[src/rtl/cfg_lockbank.sv]
module cfg_lockbank #(
  parameter int          AW         = 6,
  parameter int          NCTRL      = 4,
  parameter logic [3:0]  ID_VARIANT = 4'h2,
  parameter logic [15:0] ID_PART    = 16'hC3E1,
  parameter logic [10:0] ID_MFR     = 11'h05B,
  parameter logic [31:0] KEY_A      = 32'h83E70B13,
  parameter logic [31:0] KEY_B      = 32'h95A4F1E0
) (
  input  logic          clk,
  input  logic          rst_n,
  input  logic          req_valid,
  input  logic          req_write,
  input  logic [AW-1:0] req_addr,
  input  logic [31:0]   req_wdata,
  output logic          resp_valid,
  output logic [31:0]   resp_rdata,
  output logic          resp_err,
  input  logic [3:0]    core_nmi,
  input  logic [3:0]    core_lrst
);
  localparam logic [AW-1:0] IX_KA = AW'(0);
  localparam logic [AW-1:0] IX_KB = AW'(1);
  localparam logic [AW-1:0] IX_ID = AW'(2);
  localparam logic [AW-1:0] IX_ST = AW'(3);
  localparam int            IX_C0 = 4;
  localparam logic [31:0]   ID_WORD = {ID_VARIANT, ID_PART, ID_MFR, 1'b1};

  logic                   ka_ok, kb_ok;
  logic [3:0]             nmi_q, lrst_q;
  logic [NCTRL-1:0][31:0] ctrl_q;
  logic [31:0]            rmux;

  wire unlocked = ka_ok & kb_ok;
  wire wr       = req_valid & req_write;
  wire rd       = req_valid & ~req_write;
  wire hit_ctrl = (int'(req_addr) >= IX_C0) && (int'(req_addr) < IX_C0 + NCTRL);
  wire unmapped = !hit_ctrl && (int'(req_addr) > 3);
  wire guarded  = hit_ctrl || (req_addr == IX_ST);
  wire wr_err   = wr && ((req_addr == IX_ID) || unmapped || (guarded && !unlocked));
  wire st_clr   = wr && unlocked && (req_addr == IX_ST);
  wire [3:0] clr_nmi  = st_clr ? req_wdata[11:8] : 4'h0;
  wire [3:0] clr_lrst = st_clr ? req_wdata[3:0]  : 4'h0;

  always_ff @(posedge clk) begin
    if (!rst_n) begin
      ka_ok <= 1'b0;
      kb_ok <= 1'b0;
    end else if (wr && req_addr == IX_KA) begin
      if (req_wdata == KEY_A) ka_ok <= 1'b1;
      else begin
        ka_ok <= 1'b0;
        kb_ok <= 1'b0;
      end
    end else if (wr && req_addr == IX_KB) begin
      if (req_wdata == KEY_B) kb_ok <= 1'b1;
      else begin
        ka_ok <= 1'b0;
        kb_ok <= 1'b0;
      end
    end
  end

  for (genvar g = 0; g < NCTRL; g++) begin : g_ctrl
    always_ff @(posedge clk) begin
      if (!rst_n)                                              ctrl_q[g] <= '0;
      else if (wr && unlocked && int'(req_addr) == IX_C0 + g) ctrl_q[g] <= req_wdata;
    end
  end

  always_ff @(posedge clk) begin
    if (!rst_n) begin
      nmi_q  <= '0;
      lrst_q <= '0;
    end else begin
      nmi_q  <= (nmi_q  & ~clr_nmi)  | core_nmi;
      lrst_q <= (lrst_q & ~clr_lrst) | core_lrst;
    end
  end

  always_comb begin
    rmux = '0;
    if (req_addr == IX_ID)      rmux = ID_WORD;
    else if (req_addr == IX_ST) rmux = {20'h0, nmi_q, 4'h0, lrst_q};
    else if (hit_ctrl)          rmux = ctrl_q[int'(req_addr) - IX_C0];
  end

  always_ff @(posedge clk) begin
    if (!rst_n) begin
      resp_valid <= 1'b0;
      resp_rdata <= '0;
      resp_err   <= 1'b0;
    end else begin
      resp_valid <= req_valid;
      resp_rdata <= rd ? rmux : 32'h0;
      resp_err   <= wr_err || (rd && unmapped);
    end
  end
endmodule

[config.mk]
export PLATFORM = sky130hd
export DESIGN_NAME = cfg_lockbank
export DESIGN_NICKNAME = d
export VERILOG_FILES = /design/src/rtl/cfg_lockbank.sv
export SDC_FILE = /design/constraint.sdc
export NUM_CORES = 1
export LEC_CHECK = 0
export CAP_MARGIN = 5
export CORE_MARGIN = 5
export CORE_UTILIZATION = 29
export CTS_CLUSTER_SIZE = 25
export DETAILED_ROUTE_END_ITERATION = 16
export PLACE_DENSITY = 0.56
export SLEW_MARGIN = 20
export SYNTH_ARGS = -nofsm -noshare
export SYNTH_HDL_FRONTEND = slang
export SYNTH_SLANG_ARGS = --single-unit
[constraint.sdc]
create_clock -name clk -period 6.7 [get_ports clk]
set_clock_uncertainty 0.1 [all_clocks]
set_input_delay 1.34 -clock clk [delete_from_list [all_inputs] [get_ports clk]]
set_output_delay 1.34 -clock clk [all_outputs]
set_load 0.1 [all_outputs]
=== Word-level counts from Yosys, hierarchy flattened ===
Index checks and enable logic that the tools add are counted.
Widths: inputs -> output; s select.

* Register bits: 172
* Bits of input ports: 50
* Output and inout bits: 34
* Word-level logic and storage cells: 84

* Add/sub/neg operators: 1
* Magnitude comparators: 4
* Equality and inequality tests: 11
* Mux-type cells: 16
* Bitwise operators: 13
* Reduce and logical (&&, ||, !) cells: 26

{| class="wikitable"
|+ Operator list
! operator !! number
|-
| $mux 30 || 3
|-
| $bmux 32 s2 || 1
|-
| $eq 32x32->1 const B || 2
|-
| $mux 32 || 2
|-
| $eq 6x4->1 const B || 4
|-
| $logic_and 1x1->1 || 13
|-
| $eq 6x2->1 const B || 2
|-
| $and 4x4->4 || 2
|-
| $mux 1 || 8
|-
| $mux 4 || 2
|-
| $not 4->4 || 2
|-
| $or 4x4->4 || 2
|-
| $lt 7x4->1 const B || 1
|-
| $sub 6x3->7 const B || 1
|-
| $eq 6x1->1 const B || 1
|-
| $ge 6x3->1 const B || 1
|-
| $gt 6x2->1 const B || 1
|-
| $logic_not 6->1 || 1
|-
| $lt 6x4->1 const B || 1
|-
| $reduce_and 2->1 || 3
|-
| $reduce_or 5->1 || 1
|-
| $logic_or 1x1->1 || 4
|-
| $ne 2x2->1 const B || 2
|-
| $not 1->1 || 4
|-
| other kinds (4) || 7
|}

=== Longest topological paths before layout ===
Gate-level depths: netlist of the first run.

* Depth after elaboration: 8
* Gate-level depth with buffers: 7
* Gate-level depth less buffers: 4

=== Worst setup path after synthesis of the first run ===
No wires, ideal clock.

* Kind: in2reg
* From: input req_addr[5]
* To: register kb_ok
* Setup time: 117 ps
* Arrival: 2862 ps
* Required time: 6483 ps
* Path slack: 3621 ps
* Stages: 5
* Path buffers: 1
* Path through: or4_1 > clkbuf_2 > or4_4 > o31a_1 > a22o_1

* Longest elaborated chain between the ends: 4
* Elaborated cells between the ends (all ways): 8
* Those cells by class: 2 x eq/ne; 1 x mux; 5 x reduce/logical

{| class="wikitable"
|+ RTL lines
! what !! RTL line !! RTL
|-
| from (decl) || 14 || <nowiki>input logic [AW-1:0] req_addr,</nowiki>
|-
| $logic_not 6->1 / $eq 6x1->1 (equally long branches) || 49, 55 ||
|-
| $logic_and 1x1->1, on equally long branches || 49, 55 ||
|-
| $ne 2x2->1 (no line) / $reduce_bool 2->1 (equally long branches) || - ||
|-
| $reduce_and 2->1 (no line) || - ||
|-
| to (signal assigned) || 48 || <nowiki>kb_ok <= 1'b0;</nowiki>
|-
| to (signal assigned) || 53 || <nowiki>kb_ok <= 1'b0;</nowiki>
|-
| to (signal assigned) || 56 || <nowiki>if (req_wdata == KEY_B) kb_ok <= 1'b1;</nowiki>
|-
| to (decl) || 29 || <nowiki>logic ka_ok, kb_ok;</nowiki>
|}

Parallel ways exist; a longest one is shown, timed or not.
A chain may end at the register's enable or synchronous reset.

=== Worst setup path in the final report of the first run ===
* From: input req_addr[2]
* To: register ctrl_q[26] (netlist bit)

* Longest elaborated chain between the ends: 2

{| class="wikitable"
|+ RTL lines
! what !! RTL line !! RTL
|-
| $eq 6x4->1 || 67 || <nowiki>else if (wr && unlocked && int'(req_addr) == IX_C0 + g) ctrl_q[g] <= req_wdata;</nowiki>
|-
| $logic_and 1x1->1 || 67 ||
|-
| to (decl) || 31 || <nowiki>logic [NCTRL-1:0][31:0] ctrl_q;</nowiki>
|}

No other way between the ends.

==> results of run 1 <==
## registers in the layout, indices dropped and copies added (netlist names)
signal      cells
ctrl_q        128
nmi_q           4
ka_ok           1
resp_err        1
resp_rdata     32
resp_valid      1
lrst_q          4
kb_ok           1
## tightest hold or removal path, delay by kind of cell (launching register included)
| family | cells | cell delay, ns |
|---|---|---|
| AO/OA/AOI/OAI | 1 | 0.05 |
| flip-flops | 1 | 0.31 |
| AND/OR/NAND/NOR | 1 | 0.05 |
## final cells by class
cell class	count	share of cell area
Tap cell	324	0.0460
Timing Repair Buffer	93	0.101
Sequential cell	172	0.391
Inverter	2	0.000852
Clock inverter	15	0.0132
Clock buffer	17	0.0483
Multi-Input combinational cell	511	0.400
## through the flow
step	hold slack, ns	setup WS, ns	utilization
floorplan	0.332	3.62	-
global placement	0.338	2.46	0.338
detailed placement	0.342	2.36	0.338
CTS	0.351	2.80	0.360
global route	0.369	2.64	0.360
finish	0.349	2.80	0.360
## worst paths after layout
path | to | depth (start not counted) | start
max | ctrl_q[26] | 6 | req_addr[2]
min | ctrl_q[80] | 2 | ctrl_q[80]
max reg2reg | ctrl_q[26] | 5 | ka_ok
min reg2reg | ctrl_q[80] | 2 | ctrl_q[80]
## cell families after synthesis
group	Yosys count
AO/OA/AOI/OAI	129
buffers and inverters	57
flip-flops	172
multiplexers	64
AND/OR/NAND/NOR	318
## per-layer routing
| layer | track usage | part of all wire | vias to the layer above |
|---|---|---|---|
| li1 | - | - | 2668 |
| met1 | 0.200 | 0.49 | 2691 |
| met2 | 0.221 | 0.45 | 124 |
| met3 | 0.0392 | 0.049 | 19 |
| met4 | 0.0335 | 0.0097 | 4 |
| met5 | 0 | 0.0010 | - |
## power by group
part / internal, mW / switching (mW) / leakage [nW] / total, mW
logic: 0.0541 / 0.0649 / 1.28 / 0.119
clock network: 0.478 / 0.441 / 0.237 / 0.919
registers: 1.03 / 0.00187 / 1.39 / 1.03
total: 1.56 / 0.508 / 2.90 / 2.07
## synthesized netlist by cell type (2+ instances only)
| library cell | number |
|---|---|
| nor2b_1 | 34 |
| nor4_1 | 3 |
| a21boi_1 | 60 |
| or3_1 | 2 |
| and3_1 | 12 |
| nor2_1 | 9 |
| buf_6 | 6 |
| a31oi_1 | 3 |
| nor3_2 | 2 |
| nand2_1 | 214 |
| nor4bb_1 | 7 |
| mux2i_1 | 32 |
| nand3_1 | 14 |
| buf_2 | 22 |
| buf_1 | 3 |
| inv_1 | 2 |
| mux4_2 | 32 |
| dfxtp_1 | 172 |
| a22oi_1 | 5 |
| o21a_1 | 8 |
| clkbuf_1 | 23 |
| nor3_1 | 3 |
| or4_1 | 2 |
| or2_2 | 3 |
| a21boi_0 | 44 |
| o211ai_1 | 2 |
| nand4_1 | 4 |
==> results.txt, run 1 <==
Setup repair after global routing left no endpoint under its margin. Peak supply drop: 0.124 mV. The tools report the category of the worst setup path launch point as a primary input. During I/O placement, the number of pins put on the boundary was 84. Before antenna repair, the detailed router went through 5 iterations.

0 antenna diodes ended up in the layout. Total CTS buffers: 17. The logs give 0 for the DRC violation count after routing and 7230 sq um for the netlist area before placement. Using the TritonRoute via totals, the vias-per-cell ratio works out to 4.86. The final critical-path share of the clock period works out to 0.581. The worst setup path is captured at a flop.

Number of standard cells in the final layout excluding fillers: 1134. After detailed placement, the total cell area comes to 8270 sq um. The die covers 28200 sq um.

The min-delay analysis places its worst path in the category flop to flop. Leaving out fill and tap cells, the most frequent cells in the layout are nand2_1, dfxtp_1, clkdlybuf4s50_1. TritonCTS built the clock tree.

The post-synthesis sequential element count was 172; the via count of the first global-routing pass was 5532. The multi-input combinational cells in the finished layout cover a total of 3520 sq um. Registers take 3440 sq um.

The pin count of the biggest net entering global routing was 97. Counting along the longest clock path gives a buffer depth of 2. The initialized floorplan defines 57 standard-cell rows. The remaining global-route overflow is 0, and the number of I/O port buffers is 83. For the pin with the worst max-slew slack, the measured transition is 1.06 ns. The relative slew slack was 0.288; the number of nets with antenna violations after routing was 0. Setup slack on the worst reg-to-reg path comes out at 4.06 ns. The number of nets handed over by synthesis was 790.

The count of buffer and inverter cells on the critical path was 2; the number of hold buffers added after CTS was 0. The multiplexer area fraction after synthesis works out to 0.144. The number of failing hold endpoints at the final stage came out at 0. In this run, distinct cell masters in the synthesized netlist total 44. The finished cells cover 8810 sq um.

Including well taps, the total number of placed cells is 1102. The required time of the worst setup path is 6.96 ns, and the mean area per synthesized cell is 9.77 sq um. Dividing the detail-routed wire length by the instance count gives 17.6 microns. By area the synthesized netlist is led by dfxtp_1, nand2_1, mux4_2. The analysis attributes to cell leakage a power of 2.90 nW. The die is 168 microns wide. Summed over all layers, the routed wires come to 19900 microns.

Among all flip-flop cells after synthesis, the most frequent one is dfxtp_1. Walking the worst path, the cells encountered are clkdlybuf4s50_1, or4b_1, nor4_4, buf_4, nand2_1, a21boi_1. The number of sinks driven by the clock tree came out at 172. The flow ran to the end, and the final reports show no timing, DRC or antenna violations. Derived from the worst setup path, the maximum achievable clock frequency is 257 MHz. The fill cell instance count of the final layout is 2511, and the number of gates resized after cts is 0. The initial standard-cell utilization of the core is 0.296.

Leaving out fill and tap cells, the most frequent cell in the layout is nand2_1. The floorplan step set the die height to 168 microns. The largest incremental delay on the critical path works out to 0.95 ns. The final route contains 5506 vias. For this run, the number of Yosys warnings is 0. The gate count after technology mapping was 740.

The last weighted congestion value of the routability-driven placer was 0.751; the final setup TNS was 0 ns. The clock reaches the later pin of the worst-skew pair after 0.43 ns. Data on the critical path arrives at its endpoint at 4.16 ns. Simple-gate area share of the yosys netlist: 0.205. The compound-gate portion of the synthesized area was 0.135.

Family with the most delay on the worst path: simple AND/OR/NAND/NOR gates. The global-route wire length before repair is 31900 microns. The async set-or-reset flop fraction in the synthesized netlist is 0.

The critical path is of the primary input to flop type. The run gives 0.143 as the aggregate global-route resource usage. For the proportion of synthesized chip area in sequential cells, the log shows 0.476.

Max-cap violations in this run came to 0. The DRC violation total after the first TritonRoute iteration came out at 342. The region available for standard cell placement spans 24500 sq um.

The share of post-route cells with drive strength above 1 works out to 0.110. The routed design could run at a clock period as short as 3.90 ns. Setup violations remaining at the end of the flow were counted as 0.

The cell type with the largest total area after synthesis is dfxtp_1. The top cell type's share of synthesized area came out at 0.476. The total count of max-transition violations in the final report is 0, and the post-synthesis xor/xnor area fraction is 0.

The tree is rooted in a clkbuf_16. Clock-pin slew was measured on the worst setup and hold paths at 0.07 ns. The post-synthesis share of cell area spent on full adders, half adders and majority gates came out at 0.

The H-tree generated during clock tree synthesis spans 4 levels. After synthesis, the largest family of logic cells by area is simple AND/OR/NAND/NOR gates. The design draws 2.07 mW. The power density normalized to cell area was 234 nW/um^2; the initial antenna violation count was 2. Yosys mapped a number of flops with a built-in enable equal to 0. The total setup buffers inserted after CTS is 0, and the net total in the final layout is 847. The area growth from synthesis to layout is 21.9%.

Slowest library cell on the worst path: nor4_4. Detailed placement finished with a half-perimeter wire length of 12200 microns. The critical-path maximum fanout works out to 17.
Note: power is estimated with default switching activity, not from simulation.
==> run 2, diff against run 1 <==
Settings changed: PLACE_DENSITY 0.56 to 0.58.
Clock period 6.7 ns to 3.3 ns, I/O delays scaled along.
==> results.txt, run 2 (synthesis results as in run 1) <==
The flow ran to the end, and the final reports show no timing, DRC or antenna violations. 0 antenna diodes ended up in the layout. In this run the worst path has a maximum fanout of 25. Setup repair after global routing left no endpoint under its margin. The worst path meets setup with 0.588 ns of slack. In this run the critical register-to-register path is captured at ctrl_q[0]. The slowest stage of the critical path belongs to the cell or4b_1.

Number of nets with antenna violations after routing: 0. VDD sags by at most 0.337 mV. The number of max-capacitance violations reported is 0, and the switching power share of the total is 0.211.

For the net switching component of the power, the log shows 963 uW. The path class of the tightest hold or removal check is flop to flop. For this run the aggregate overflow at the end of global routing stands at 0.

The global-route wire length before repair is 32200 microns, and the number of failing hold endpoints at the final stage is 0. Together, buffers and inverters on the worst path number 2. For the wire length after detailed routing, the log shows 20200 microns. The number of core rows was 57; the number of sinks driven by the clock tree was 172. The final critical-path share of the clock period came out at 0.822.

For this run, the post-layout net count is 866. After filler insertion, the fill cell instance count of the layout stands at 2446. The tools report the core area as 24500 sq um.

The analysis attributes to cell leakage a power of 3.15 nW. The worst hold path begins at ctrl_q[126]. The most common cell after layout, fill and taps aside was nand2_1.

For the I/O pin count, the log shows 84. The die covers 28200 sq um. More flip-flops sit in one register than any other, and that register is ctrl_q.

Timing would allow up to 369 MHz. Buffers inserted during clock tree synthesis total 17. The library cell used as clock root buffer is clkbuf_16. The logs give 0.457 for the part of the power in registers and 0 for the total count of max-transition violations in the final report. For the maximum level of the CTS H-tree, the log shows 4.

The run gives 4 as the count of TritonRoute iterations in the first routing pass. The run gives 0 as the total setup buffers inserted after CTS. The tools report the instance area after placement as 8350 sq um.

The tools report the category of the worst setup path launch point as a primary input. TritonCTS built the clock tree. Prior to clock tree synthesis, the placed netlist has a worst setup slack of 0.154 ns. The layout overhead on the synthesized area is 24.6%. The internal power came out at 3.60 mW. After detailed routing, the number of vias per cell comes to 4.76. The clock passes through at most 2 buffers. The core utilization of the finished layout was 0.368; the DRC violation count after routing was 0. The share of post-route cells with drive strength above 1 was 0.165. Dividing total power by cell area gives a power density of 507 nW/um^2.

The register with the most flip-flops in the layout has 128 of them. The die outline height was 168 microns; the post-layout instance area was 9010 sq um. The wire length per cell after detailed routing is 17.5 microns. The relative slew slack was 0.537. Buffers placed on the I/O ports in this run total 83. The worst register-to-register path begins at ka_ok.

At the pin with the least slew margin, the transition time is 0.695 ns. The clock reaches the later pin of the worst-skew pair after 0.43 ns. The tools report the clock power share as 0.488. Walking the worst path, the cells encountered are clkdlybuf4s50_1, or4b_1, or4_1, buf_4, nand2_1, a21boi_0. Last weighted congestion value of the routability-driven placer: 0.747. The worst setup path is captured at a flop.

Setup total negative slack on the finished layout was measured at 0 ns. The detailed router finished its first iteration with 306 violations. The die is 168 microns wide. In this run the register-to-register setup slack is 1.56 ns. Setup violations remaining at the end of the flow were counted as 0. For the aggregate global-route resource usage, the log shows 0.144.

The CTS clock-pin slew for the worst setup and hold paths works out to 0.06 ns. In the final layout, the registers with the most flip-flops are ctrl_q x128, resp_rdata x32. At the worst endpoint, the required time is 3.50 ns. For the initial standard-cell utilization of the core, the log shows 0.296. In the layout the commonest cells are nand2_1, dfxtp_1, buf_4.

The number of gates resized after cts was 0; the pin count of the biggest net entering global routing was 81. The final route contains 5488 vias. The data arrival time at the worst-slack endpoint is 2.92 ns, and the initial antenna violation count is 1. Hold repair after CTS inserted 0 buffers.

The path depth of the worst reg2reg path works out to 6. The via count of the first global-routing pass came out at 5625. Broken down by cell family, the worst path's largest delay share belongs to simple AND/OR/NAND/NOR gates. The worst setup path is of the primary input to flop kind.

The run gives 0.055 as the share of total power in combinational logic. The number of placed instances, taps included was 1121; the number of stages on the worst hold path was 2. On the worst path, the slowest cell contributes a delay of 0.70 ns. The final period demand of the worst path came out at 2.71 ns.

For hold timing, the worst endpoint is ctrl_q[126]. The wire-length estimate of the detail-placed layout is 13100 microns. For this run, the number of standard cells in the final layout without fillers is 1153.
## run 2: metal layers
| layer | vias to the layer above | routed length [microns] | global-route usage |
|---|---|---|---|
| met5 | - | 13 | 0 |
| met4 | 2 | 293 | 0.0399 |
| li1 | 2697 | - | - |
| met2 | 120 | 9210 | 0.226 |
| met3 | 24 | 1060 | 0.0380 |
| met1 | 2645 | 9660 | 0.196 |
## run 2: final cells by class
type | instances | area, sq um | share of cell area
clock buffer | 22 | 474 | 0.0526
clock inverter | 10 | 185 | 0.0206
inverter | 2 | 7.51 | 0.000833
multi-input combinational | 511 | 3520 | 0.391
sequential | 172 | 3440 | 0.382
tap | 324 | 405 | 0.0450
timing repair buffer | 112 | 973 | 0.108
## run 2: stage by stage
| step | power, mW | hold WS (ns) |
|---|---|---|
| after floorplan | 2.25 | 0.332 |
| after global placement | 2.38 | 0.338 |
| after detailed placement | 2.38 | 0.346 |
| after CTS | 4.62 | 0.355 |
| after global routing | 4.72 | 0.369 |
| final | 4.57 | 0.350 |
## run 2: power groups by stage
stage | combinational (mW) | clock (mW) | sequential [mW]
2_1_floorplan | 0.103 | 0 | 2.15
3_3_place_gp | 0.249 | 0 | 2.13
3_5_place_dp | 0.249 | 0 | 2.13
4_1_cts | 0.251 | 2.28 | 2.09
5_1_grt | 0.266 | 2.36 | 2.09
6_report | 0.249 | 2.23 | 2.09
## run 2: worst max-delay path by stage
stage	slack (ns)	depth (start not counted)	endpoint	from
after floorplan	0.90	5	kb_ok	req_addr[5]
after global placement	0.19	6	ctrl_q[0]	req_addr[2]
after detailed placement	0.15	6	ctrl_q[0]	req_addr[2]
after CTS	0.60	6	ctrl_q[0]	req_addr[2]
after global routing	0.53	6	ctrl_q[0]	req_addr[2]
final	0.59	6	ctrl_q[0]	req_addr[2]
## run 2: worst register-to-register path, delay by kind of cell, from the launching register on
family / cells / cell delay [ns]
and+or+nand+nor: 3 / 0.63
buffers and inverters: 2 / 0.45
DFF: 1 / 0.36
AOI/OAI and AO/OA: 1 / 0.08
==> run 3, diff against run 2 <==
Settings changed: PLACE_DENSITY 0.58 to 0.56.
Clock period 3.3 ns to 2.7 ns, I/O delays scaled along.
==> results.txt, run 3 (synthesis results as in run 1) <==
The total via count after detailed routing is 5620. The tools report the timing-limited maximum frequency as 403 MHz. For this run, design rule violations remaining after detail routing come to 0. Aggregate global-route resource usage: 0.147. The CTS clock-pin slew for the worst setup and hold paths works out to 0.06 ns.

Summing all placed instances gives a cell area of 8680 sq um. The transition time at the pin with the least slew margin was 0.726 ns; the number of I/O port buffers was 83. The initial standard-cell utilization of the core is 0.296. In this run the static leakage power is 3.34 nW. The switching power share of the total is 0.223, and the antenna diode count is 0.

The run gives 0 as the remaining global-route overflow. The relative slew slack was 0.516. The share of total power in combinational logic is 0.060, and the detailed placement HPWL is 13900 microns. Width of the die: 168 microns.

Cell internal power was estimated by the tool at 4.37 mW. The critical-path maximum fanout came out at 9. STA classifies the critical path endpoint as a flop.

The via count of the first global-routing pass is 5755, and the number of stages on the worst hold path is 3. The met3 usage is 0.0392, and the count of TritonRoute iterations in the first routing pass is 4. In this run the clock root is driven by a clkbuf_16. The start-to-end type of the worst setup path was primary input to flop.

For the last weighted congestion value of the routability-driven placer, the log shows 0.774. Dividing the detail-routed wire length by the instance count gives 17.3 microns. Relative to the synthesized area, the layout overhead comes to 29.1%. The tools report the part of the power in registers as 0.454. In this run, post-CTS hold repair placed 0 buffers. The logs give 32500 microns for the global-route wire length before repair and 17 for the total CTS buffers. The power density normalized to cell area is 603 nW/um^2, and the later-pin clock latency in the skew report is 0.43 ns. The global-route met1 utilization came out at 0.195. Once the clock tree was built, the setup fixing pass inserted 0 buffers. The register with the most flip-flops was ctrl_q. Counting the fill cells in the layout gives 2416. The category of the worst setup path launch point was a primary input.

The number of core rows is 57. The maximum count of clock buffers along a single path is 2. STA puts the critical path data required time at 2.96 ns. Leaving out fill and tap cells, the most frequent cell in the layout is nand2_1. The pin count of the biggest net entering global routing was 87. Max-cap violations in this run came to 0.

The net switching component of the power is 1.25 mW, and the share of post-route cells with drive strength above 1 is 0.203. After clock tree synthesis, the repair step resized 0 gates. The final critical-path share of the clock period works out to 0.919. For the die area, the log shows 28200 sq um.

The largest registers in the layout are ctrl_q x128, resp_rdata x32. For the worst setup path, the data arrival time is 2.74 ns. For the final setup violation count, the log shows 0. The tools report the initial antenna violation count as 1. In the layout the commonest cells are nand2_1, dfxtp_1, buf_4.

The number of flip-flops in the largest register works out to 128. The worst register-to-register path has a depth of 6. The first routing iteration left 297 violations.

Setup total negative slack on the finished layout was measured at 0 ns. The maximum level of the CTS H-tree is 4, and the peak supply drop is 0.307 mV. The number of failing hold endpoints at the final stage is 0, and the core area is 24500 sq um. In this run the worst hold path is classified as primary input to flop. TritonCTS built the clock tree. In the final design database the tool counted 903 nets. The total count of max-transition violations in the final report came out at 0. Setup repair after global routing left no endpoint under its margin.

The core utilization of the finished layout is 0.382, and the final period demand of the worst path is 2.48 ns. After detailed routing, the total wire length is 20500 microns. The number of vias per cell works out to 4.72.

The run gives 84 as the I/O pin count. The highest-utilization routing layer at the global route stage was met2. The flow ran to the end, and the final reports show no timing, DRC or antenna violations.

The die is 168 microns tall. The number of sinks driven by the clock tree came out at 172. The detail route stage leaves a number of antenna-violating nets equal to 0. Summing all non-filler instances in the final layout gives an area of 9340 sq um.

The tools report the clock power share as 0.486. The design draws 5.63 mW. The met2 global-route usage came out at 0.236.
==> run 3: cell count changes in the layout (fill, tap and decap cells not counted), sizes merged <==
cell      delta
inv          +4
clkinv       -1
clkbuf       -5
buf         +37
clkinvlp     +2
==> run 3: layer usage <==
layer	routed length (microns)	vias up
met3	1140	33
met5	7	-
met4	362	2
met1	9510	2691
li1	-	2769
met2	9520	125
==> run 3: layout make-up <==
cell class                      count  area (sq um)  area share
Multi-Input combinational cell    511          3520       0.377
Sequential cell                   172          3440       0.369
Timing Repair Buffer              149          1300       0.139
Clock buffer                       17           425      0.0456
Tap cell                          324           405      0.0434
Clock inverter                     15           233      0.0249
Inverter                            2          7.51    0.000804
==> run 3: final timing paths <==
check                   start     endpoint  slack, ns
setup / recovery  req_addr[5]   ctrl_q[17]       0.22
hold / removal          rst_n   resp_valid       0.32
setup reg to reg        ka_ok   ctrl_q[26]       0.98
hold reg to reg   ctrl_q[101]  ctrl_q[101]       0.35
==> run 3: critical path, stage by stage <==
cell and delay [ns]:
clkdlybuf4s50_1 0.43, or4b_1 0.70, buf_4 0.21, nor4_4 0.39
buf_4 0.28, nand2_1 0.07, a21boi_1 0.11
==> run 3: through the flow <==
| stage | setup WS, ns | std cells | hold slack, ns |
|---|---|---|---|
| after detailed placement | -0.203 | 1158 | 0.345 |
| after CTS | 0.239 | 1190 | 0.303 |
| after floorplan | 0.421 | 740 | 0.332 |
| after global placement | -0.173 | 1158 | 0.338 |
| final | 0.219 | 1190 | 0.319 |
| after global routing | 0.117 | 1190 | 0.347 |
==> run 3: power groups by stage <==
stage,Clock (mW),Sequential (mW),Combinational (mW)
finish,2.74,2.55,0.338
global route,2.91,2.55,0.359
CTS,2.80,2.55,0.341
detailed placement,0,2.61,0.340
global placement,0,2.61,0.341
floorplan,0,2.62,0.125
